<file path="src/rtl/dirq_pkg.sv">
package dirq_pkg;
  localparam int NCH       = 6;
  localparam int REG_W     = 32;
  localparam int EN_LSB    = 16;
  localparam int MEN_BIT   = 23;
  localparam int FLG_LSB   = 24;
  localparam int MFLG_BIT  = 31;
  localparam int NBANK     = 2;
endpackage

</file>
<file path="src/rtl/dirq_bank.sv">
module dirq_bank
  import dirq_pkg::*;
#(
  parameter logic [NCH-1:0] FORCED = '0
) (
  input  logic             clk,
  input  logic             rst_n,
  input  logic [NCH-1:0]   done,
  input  logic             recheck,
  input  logic             wr_en,
  input  logic [NCH-1:0]   wr_enb,
  input  logic             wr_men,
  input  logic [NCH-1:0]   wr_clr,
  input  logic             wr_mclr,
  output logic [REG_W-1:0] rdata,
  output logic             raise
);
  logic [NCH-1:0] en_q, flg_q;
  logic           men_q, mflg_q;
  logic [NCH-1:0] elig, set_v, clr_v;
  logic           hit;

  assign elig  = en_q | FORCED;
  assign set_v = done & elig;
  assign clr_v = wr_en ? wr_clr : '0;
  assign hit   = recheck & (|(flg_q & elig));
  assign raise = (|set_v) | hit;

  always_ff @(posedge clk) begin
    if (!rst_n) begin
      en_q   <= '0;
      flg_q  <= '0;
      men_q  <= 1'b0;
      mflg_q <= 1'b0;
    end else begin
      if (wr_en) begin
        en_q  <= wr_enb;
        men_q <= wr_men;
      end
      flg_q  <= set_v | (flg_q & ~clr_v);
      mflg_q <= (raise & men_q) | (mflg_q & ~(wr_en & wr_mclr));
    end
  end

  always_comb begin
    rdata                   = '0;
    rdata[EN_LSB +: NCH]    = en_q;
    rdata[MEN_BIT]          = men_q;
    rdata[FLG_LSB +: NCH]   = flg_q;
    rdata[MFLG_BIT]         = mflg_q;
  end

  // the master flag only rises when the master enable was on
  p_mflag_needs_men_r6: assert property (@(posedge clk) disable iff (!rst_n)
    $rose(mflg_q) |-> $past(men_q));

  // a recheck alone leaves every flag untouched
  p_recheck_keeps_flags_r9: assert property (@(posedge clk) disable iff (!rst_n)
    (recheck && done == '0 && !wr_en) |=> $stable(flg_q));

  for (genvar i = 0; i < NCH; i++) begin : g_ch
    // a flag never appears without a completion on its channel
    p_flag_cause_r3: assert property (@(posedge clk) disable iff (!rst_n)
      $rose(flg_q[i]) |-> $past(done[i]));

    // write-1 clears a flag when no completion competes
    p_w1c_r7: assert property (@(posedge clk) disable iff (!rst_n)
      (wr_en && wr_clr[i] && !done[i]) |=> !flg_q[i]);

    if (FORCED[i]) begin : g_forced
      // forced channels latch on every completion, set wins over clear
      p_forced_set_r5: assert property (@(posedge clk) disable iff (!rst_n)
        done[i] |=> flg_q[i]);
    end else begin : g_gated
      // gated channels need their enable to latch
      p_enable_gate_r4: assert property (@(posedge clk) disable iff (!rst_n)
        $rose(flg_q[i]) |-> $past(en_q[i]));
      // an enabled completion wins over a same-cycle clear
      p_set_beats_clear_r8: assert property (@(posedge clk) disable iff (!rst_n)
        (done[i] && en_q[i]) |=> flg_q[i]);
    end
  end
endmodule

</file>
<file path="src/rtl/dirq_pulse.sv">
module dirq_pulse
  import dirq_pkg::*;
(
  input  logic             clk,
  input  logic             rst_n,
  input  logic [NBANK-1:0] raise,
  output logic             irq
);
  always_ff @(posedge clk) begin
    if (!rst_n) irq <= 1'b0;
    else        irq <= |raise;
  end
endmodule

</file>
<file path="src/rtl/dma_irq_ctrl.sv">
module dma_irq_ctrl
  import dirq_pkg::*;
#(
  parameter logic [NCH-1:0] FORCED_B = 6'b001100
) (
  input  logic             clk,
  input  logic             rst_n,
  input  logic [NCH-1:0]   done_a,
  input  logic [NCH-1:0]   done_b,
  input  logic             recheck,
  input  logic             wr_en,
  input  logic             wr_bank,
  input  logic [REG_W-1:0] wr_data,
  input  logic             rd_bank,
  output logic [REG_W-1:0] rd_data,
  output logic             irq
);
  logic [NBANK-1:0][NCH-1:0]   done_v;
  logic [NBANK-1:0][REG_W-1:0] rdata_v;
  logic [NBANK-1:0]            raise_v;
  logic                        unused_wr_bits;

  assign done_v[0] = done_a;
  assign done_v[1] = done_b;
  assign unused_wr_bits = ^{wr_data[EN_LSB-1:0], wr_data[MEN_BIT-1], wr_data[MFLG_BIT-1]};

  for (genvar b = 0; b < NBANK; b++) begin : g_bank
    localparam logic [NCH-1:0] FMASK = (b == 1) ? FORCED_B : '0;
    logic sel;
    assign sel = wr_en && (int'(wr_bank) == b);
    dirq_bank #(.FORCED(FMASK)) u_bank (
      .clk     (clk),
      .rst_n   (rst_n),
      .done    (done_v[b]),
      .recheck (recheck),
      .wr_en   (sel),
      .wr_enb  (wr_data[EN_LSB +: NCH]),
      .wr_men  (wr_data[MEN_BIT]),
      .wr_clr  (wr_data[FLG_LSB +: NCH]),
      .wr_mclr (wr_data[MFLG_BIT]),
      .rdata   (rdata_v[b]),
      .raise   (raise_v[b])
    );
  end

  assign rd_data = rdata_v[rd_bank];

  dirq_pulse u_pulse (
    .clk   (clk),
    .rst_n (rst_n),
    .raise (raise_v),
    .irq   (irq)
  );

  // a pulse always follows a cycle holding a completion or a recheck
  p_irq_cause_r10: assert property (@(posedge clk) disable iff (!rst_n)
    irq |-> $past((|done_a) || (|done_b) || recheck));

  // reserved bits read as zero
  p_reserved_zero_r2: assert property (@(posedge clk) disable iff (!rst_n)
    (rd_data[15:0] == 16'h0) && !rd_data[22] && !rd_data[30]);
endmodule

</file>
<file path="config.mk">
export PLATFORM = sky130hd
export DESIGN_NAME = dma_irq_ctrl
export DESIGN_NICKNAME = d
export VERILOG_FILES = /design/src/rtl/dirq_pkg.sv /design/src/rtl/dirq_bank.sv /design/src/rtl/dirq_pulse.sv /design/src/rtl/dma_irq_ctrl.sv
export SDC_FILE = /design/constraint.sdc
export NUM_CORES = 1
export LEC_CHECK = 0
export BUFFER_PORTS_ARGS = -buffer_cell sky130_fd_sc_hd__buf_4
export CAP_MARGIN = 10
export CORE_MARGIN = 4
export CORE_UTILIZATION = 31
export DETAILED_ROUTE_END_ITERATION = 6
export PLACE_DENSITY_LB_ADDON = 0.12
export SYNTH_ARGS = -nofsm -noshare
export SYNTH_HDL_FRONTEND = slang
export SYNTH_SLANG_ARGS = --single-unit
</file>
<file path="constraint.sdc">
create_clock -name clk -period 1.6 [get_ports clk]
set_input_delay 0 -clock clk [delete_from_list [all_inputs] [get_ports clk]]
set_output_delay 0 -clock clk [all_outputs]
set_load 0.02 [all_outputs]
</file>
After elaboration in Yosys (flattened, before gate mapping)
Index checks and enable logic that the tools add are counted.
{"block": "word_totals", "register_bits": 29, "input_bits": 50, "output_inout_bits": 33}
{"block": "classes", "order_cmp": 1, "muxes": 4, "n_bitwise": 25, "reduce_logical": 7}
{"op": "$mux W32", "count": 2}
{"op": "$and A6 B6 Y6", "count": 6}
{"op": "$reduce_or A6 Y1", "count": 4}
{"op": "$mux W6", "count": 2}
{"op": "$not A6 Y6", "count": 2}
{"op": "$or A6 B6 Y6", "count": 2}
{"op": "$and A1 B1 Y1", "count": 8}
{"op": "$or A1 B1 Y1", "count": 4}
{"op": "$not A1 Y1", "count": 3}
{"op": "$logic_and A1 B1 Y1", "count": 2}
{"op": "$lt A1 B2 Y1 const B", "count": 1}
{"op": "$reduce_or A2 Y1", "count": 1}

Logic depth before layout (Yosys ltp)
{"block": "depth", "depth_word": 6, "ltp_mapped": 5, "ltp_nobuf": 4}

Modules after synthesis
A second synthesis with hierarchy kept.
{"block": "unflattened", "hier_cells": 206, "area_unflattened_um2": 2034.5}
{"mod": "dirq_bank at g_bank[0].u_bank", "instances": 1, "cells_per_inst": 83, "area_per_inst_um2": 734.5}
{"mod": "dirq_bank at g_bank[1].u_bank", "instances": 1, "cells_per_inst": 83, "area_per_inst_um2": 715.7}
{"mod": "dma_irq_ctrl", "instances": 1, "cells_per_inst": 38, "area_per_inst_um2": 556.8}
{"mod": "dirq_pulse", "instances": 1, "cells_per_inst": 2, "area_per_inst_um2": 27.5}

Least setup slack after synthesis
OpenSTA, ideal clock, no wires.
{"block": "synth_timing", "kind": "register to register", "start": "register g_bank[1].u_bank.flg_q[1]", "end": "register g_bank[1].u_bank.mflg_q", "setup_ns": 0.128, "arrival_time_ns": 1.182, "setup_slack_ns": 0.290, "path_stages_with_launch": 5, "period_less_slack_ns": 1.310, "cell_sequence": "dfxtp_1 -> a222oi_1 -> nand2_1 -> a2111oi_2 -> o21ai_1"}
{"block": "synth_via", "elab_chain_len": 6}
{"item": "from (decl)", "line": "dirq_bank.sv:18", "source": "logic [NCH-1:0] en_q, flg_q;"}
{"item": "from (signal assigned)", "line": "dirq_bank.sv:40", "source": "flg_q <= set_v | (flg_q & ~clr_v);"}
{"item": "$and A6 B6 Y6", "line": "dirq_bank.sv:26", "source": "assign hit = recheck & (|(flg_q & elig));"}
{"item": "$reduce_or A6 Y1", "line": "dirq_bank.sv:26"}
{"item": "$and A1 B1 Y1", "line": "dirq_bank.sv:26"}
{"item": "$or A1 B1 Y1", "line": "dirq_bank.sv:27", "source": "assign raise = (|set_v) | hit;"}
{"item": "$and A1 B1 Y1", "line": "dirq_bank.sv:41", "source": "mflg_q <= (raise & men_q) | (mflg_q & ~(wr_en & wr_mclr));"}
{"item": "$or A1 B1 Y1", "line": "dirq_bank.sv:41"}
{"item": "to (signal assigned)", "line": "dirq_bank.sv:41"}
{"item": "to (decl)", "line": "dirq_bank.sv:19", "source": "logic men_q, mflg_q;"}
Every way passes these cells.
A chain may end at the register's enable or synchronous reset.

Worst setup path after layout
{"block": "layout_timing", "start": "register g_bank[1].u_bank.flg_q[1]", "end": "register u_pulse.irq"}
{"block": "layout_via", "elab_chain_len": 5}
{"item": "$and A6 B6 Y6", "line": "dirq_bank.sv:26"}
{"item": "$reduce_or A6 Y1", "line": "dirq_bank.sv:26"}
{"item": "$and A1 B1 Y1", "line": "dirq_bank.sv:26"}
{"item": "$or A1 B1 Y1", "line": "dirq_bank.sv:27"}
{"item": "$reduce_or A2 Y1", "line": "dirq_pulse.sv:11", "source": "else irq <= |raise;"}
{"item": "to (signal assigned)", "line": "dirq_pulse.sv:11"}
{"item": "to (decl)", "line": "dirq_pulse.sv:7", "source": "output logic irq"}
Every way passes these cells.

==> metrics.csv <==
metric;value;unit
cts_tree;built;
clkSinkCount;29;
die_w;77.4;µm
wire_per_inst;14.4;µm
grt_pass1_vias;1331;
reg2reg_depth;4;
crit_start;g_bank[1].u_bank.flg_q[1];
gr-usage-all-layers;0.143;
first_pass_iters;4;
core;0.00450;mm²
critical_path.startpoint_type;flip-flop;
synthFlopType;dfxtp_1;
numPortBuffers;46;
power.combinational.fraction;0.188;
period_share;0.948;
synthArstFlopShare;0;
synth_top_cell_area_share;0.389;
die_height;77.4;µm
skew;0.00598;ns
clk_pin_slew_worst_paths;0.06;ns
drt_iter0_markers;92;
rsz0062_at_grt;false;
dieArea;0.00598;mm²
synth_cell_types;21;
cts_root_buffer;clkbuf_8;
htree_levels;2;
ys_warn_count;0;
clock_latency;0.28;ns
top_layer;met4;
fin_util;0.449;
cts_inserted_buffers;5;
syn_inst;177;
area_growth;35.7;%
power.total;1.71;mW
nNetsFinal;286;
end_kind;flip-flop;
antenna_found_initial;0;
synth_top_area_cell;dfxtp_1;
p_per_area;847;mW/mm²
r2r-end;u_pulse.irq;
ys_seq_area_frac;0.389;
via_per_inst;4.73;
worstSetupPathType;flip-flop to flip-flop;
via_count;1362;
hold_viol;0;
antenna_cells;0;
synth_area_leaders;dfxtp_1, nand2_1, mux2_2;
gp_congestion;0.783;
post_cts_buffers;0;
grt_pass1_wl;6640;µm
timing.fmax;659;MHz
worstPathArrival;1.68;ns
m1WireLength;1980;µm
setup_viol;0;
overflow;0;
synth-edff-count;0;
drive_above_1_share;0.301;
start_util;0.331;
ys_ff_latch;29;
reg2reg_slack;0.08;ns
dr_wl_met2;1810;µm
r2r-start;g_bank[1].u_bank.flg_q[1];
p_int;1.24;mW
ioPinCount;83;
wl_met3;321;µm
setup.worst_path.end;u_pulse.irq;
hold_path.class;input pin to flip-flop;
slew_viol_final;0;
syn_avg_cell_area;8.43;µm²
p_switching;0.468;mW
dpl_cell_area;0.00183;mm²
p_seq_frac;0.456;
cap_violations;0;
place_hpwl;3070;µm
crit_required;1.76;ns
grt_max_degree;32;
slowest_delay;0.40;ns
design_area;0.00202;mm²
p_clk_frac;0.356;
critPathMaxFanout;3;
status;finished, final reports clean;
drt-total-wl;4160;µm
slowest_stage;a222oi_1;
netlist_top_cells_count;nand2_1, dfxtp_1, a21boi_0, buf_4, mux2_2;
cts_max_path_buffers;2;
setup_tns;0;ns
leakagePower;0.860;nW
fin_crit;1.52;ns
synthesis.area;0.00149;mm²
swShare;0.273;
cp_cell_sequence;a222oi_1 > nand2_1 > a2111oi_4 > a21boi_1;
synth.most_common_cell;nand2_1;
post-route-drc-count;0;
vdd_drop_max;366;µV
row_count;24;
ant_nets;0;
sequential cells by signal, indices dropped and copies added (netlist names):
name,count
g_bank.u_bank.elig,6
g_bank.u_bank.men_q,2
g_bank.u_bank.flg_q,12
g_bank.u_bank.en_q,6
u_pulse.irq,1
g_bank.u_bank.mflg_q,2
layer usage:
layer | GRT usage | up-vias
li1 | - | 692
met1 | 0.193 | 618
met2 | 0.212 | 47
met3 | 0.0532 | 5
met4 | 0.0463 | 0
met5 | 0 | -
how the worst min path moves through the flow:
stage	slack [ns]	depth (start not counted)	start	end
final	0.002	4	wr_data[29]	g_bank[1].u_bank.flg_q[5]
after global routing	0.01	4	wr_data[31]	g_bank[1].u_bank.mflg_q
after CTS	0.002	4	wr_data[31]	g_bank[1].u_bank.mflg_q
after detailed placement	0.26	3	done_b[3]	g_bank[1].u_bank.flg_q[3]
after global placement	0.25	3	done_b[3]	g_bank[1].u_bank.flg_q[3]
after floorplan	0.14	2	done_b[2]	g_bank[1].u_bank.flg_q[2]
per-stage QoR:
step	setup WS, ns	hold slack (ns)	cells
after floorplan	0.290	0.139	194
after global placement	0.147	0.252	272
after detailed placement	0.105	0.264	272
after CTS	0.0971	0.00179	288
after global routing	0.0204	0.0107	288
final	0.0833	0.00219	288
layout by cell type (no fill, tap or decap):
master and instances:
mux2_2 14, a21oi_1 3, buf_4 50, conb_1 18, nand2_1 54, nand2b_1 1
nand4_1 1, nand3_1 4, a22oi_1 12, dfxtp_1 29, dlygate4sd3_1 9, a222oi_1 1
a211oi_1 1, clkbuf_8 6, and2_0 1, nor2b_1 9, clkbuf_1 1, o21ai_0 1
o21ai_1 1, a21boi_1 1, a21boi_0 18, a2111oi_4 1
cell families after synthesis:
family | count (synthesis) | synth area share
AOI/OAI and AO/OA | 39 | 0.195
buffers and inverters | 24 | 0.108
DFF | 29 | 0.389
muxes | 14 | 0.106
other | 1 | 0.00251
and+or+nand+nor | 70 | 0.200
critical path, delay by kind of cell, from the launching register on:
family | cells | cell delay [ns]
AOI/OAI and AO/OA | 3 | 0.91
DFF | 1 | 0.32
and+or+nand+nor | 1 | 0.16
area by class of cell:
| class | instances | area, µm² |
|---|---|---|
| fill | 468 | 2480 |
| multi-input combinational | 141 | 826 |
| sequential | 29 | 581 |
| timing repair buffer | 59 | 465 |
| clock buffer | 7 | 86.3 |
| tap | 52 | 65.1 |
power by group through the flow:
| stage | logic [mW] | registers [mW] | clock network [mW] |
|---|---|---|---|
| after floorplan | 0.199 | 0.791 | 0 |
| after global placement | 0.301 | 0.798 | 0 |
| after detailed placement | 0.299 | 0.798 | 0 |
| after CTS | 0.318 | 0.782 | 0.620 |
| after global routing | 0.350 | 0.786 | 0.659 |
| final | 0.321 | 0.782 | 0.610 |
timing repair:
item                                    in CTS  in global routing
endpoints found under the setup margin       0                  2
hold buffers                                 9                  0
resized for setup                            0                  1
endpoints found under the hold margin       16                  0
(Power assumes the default switching activity.)
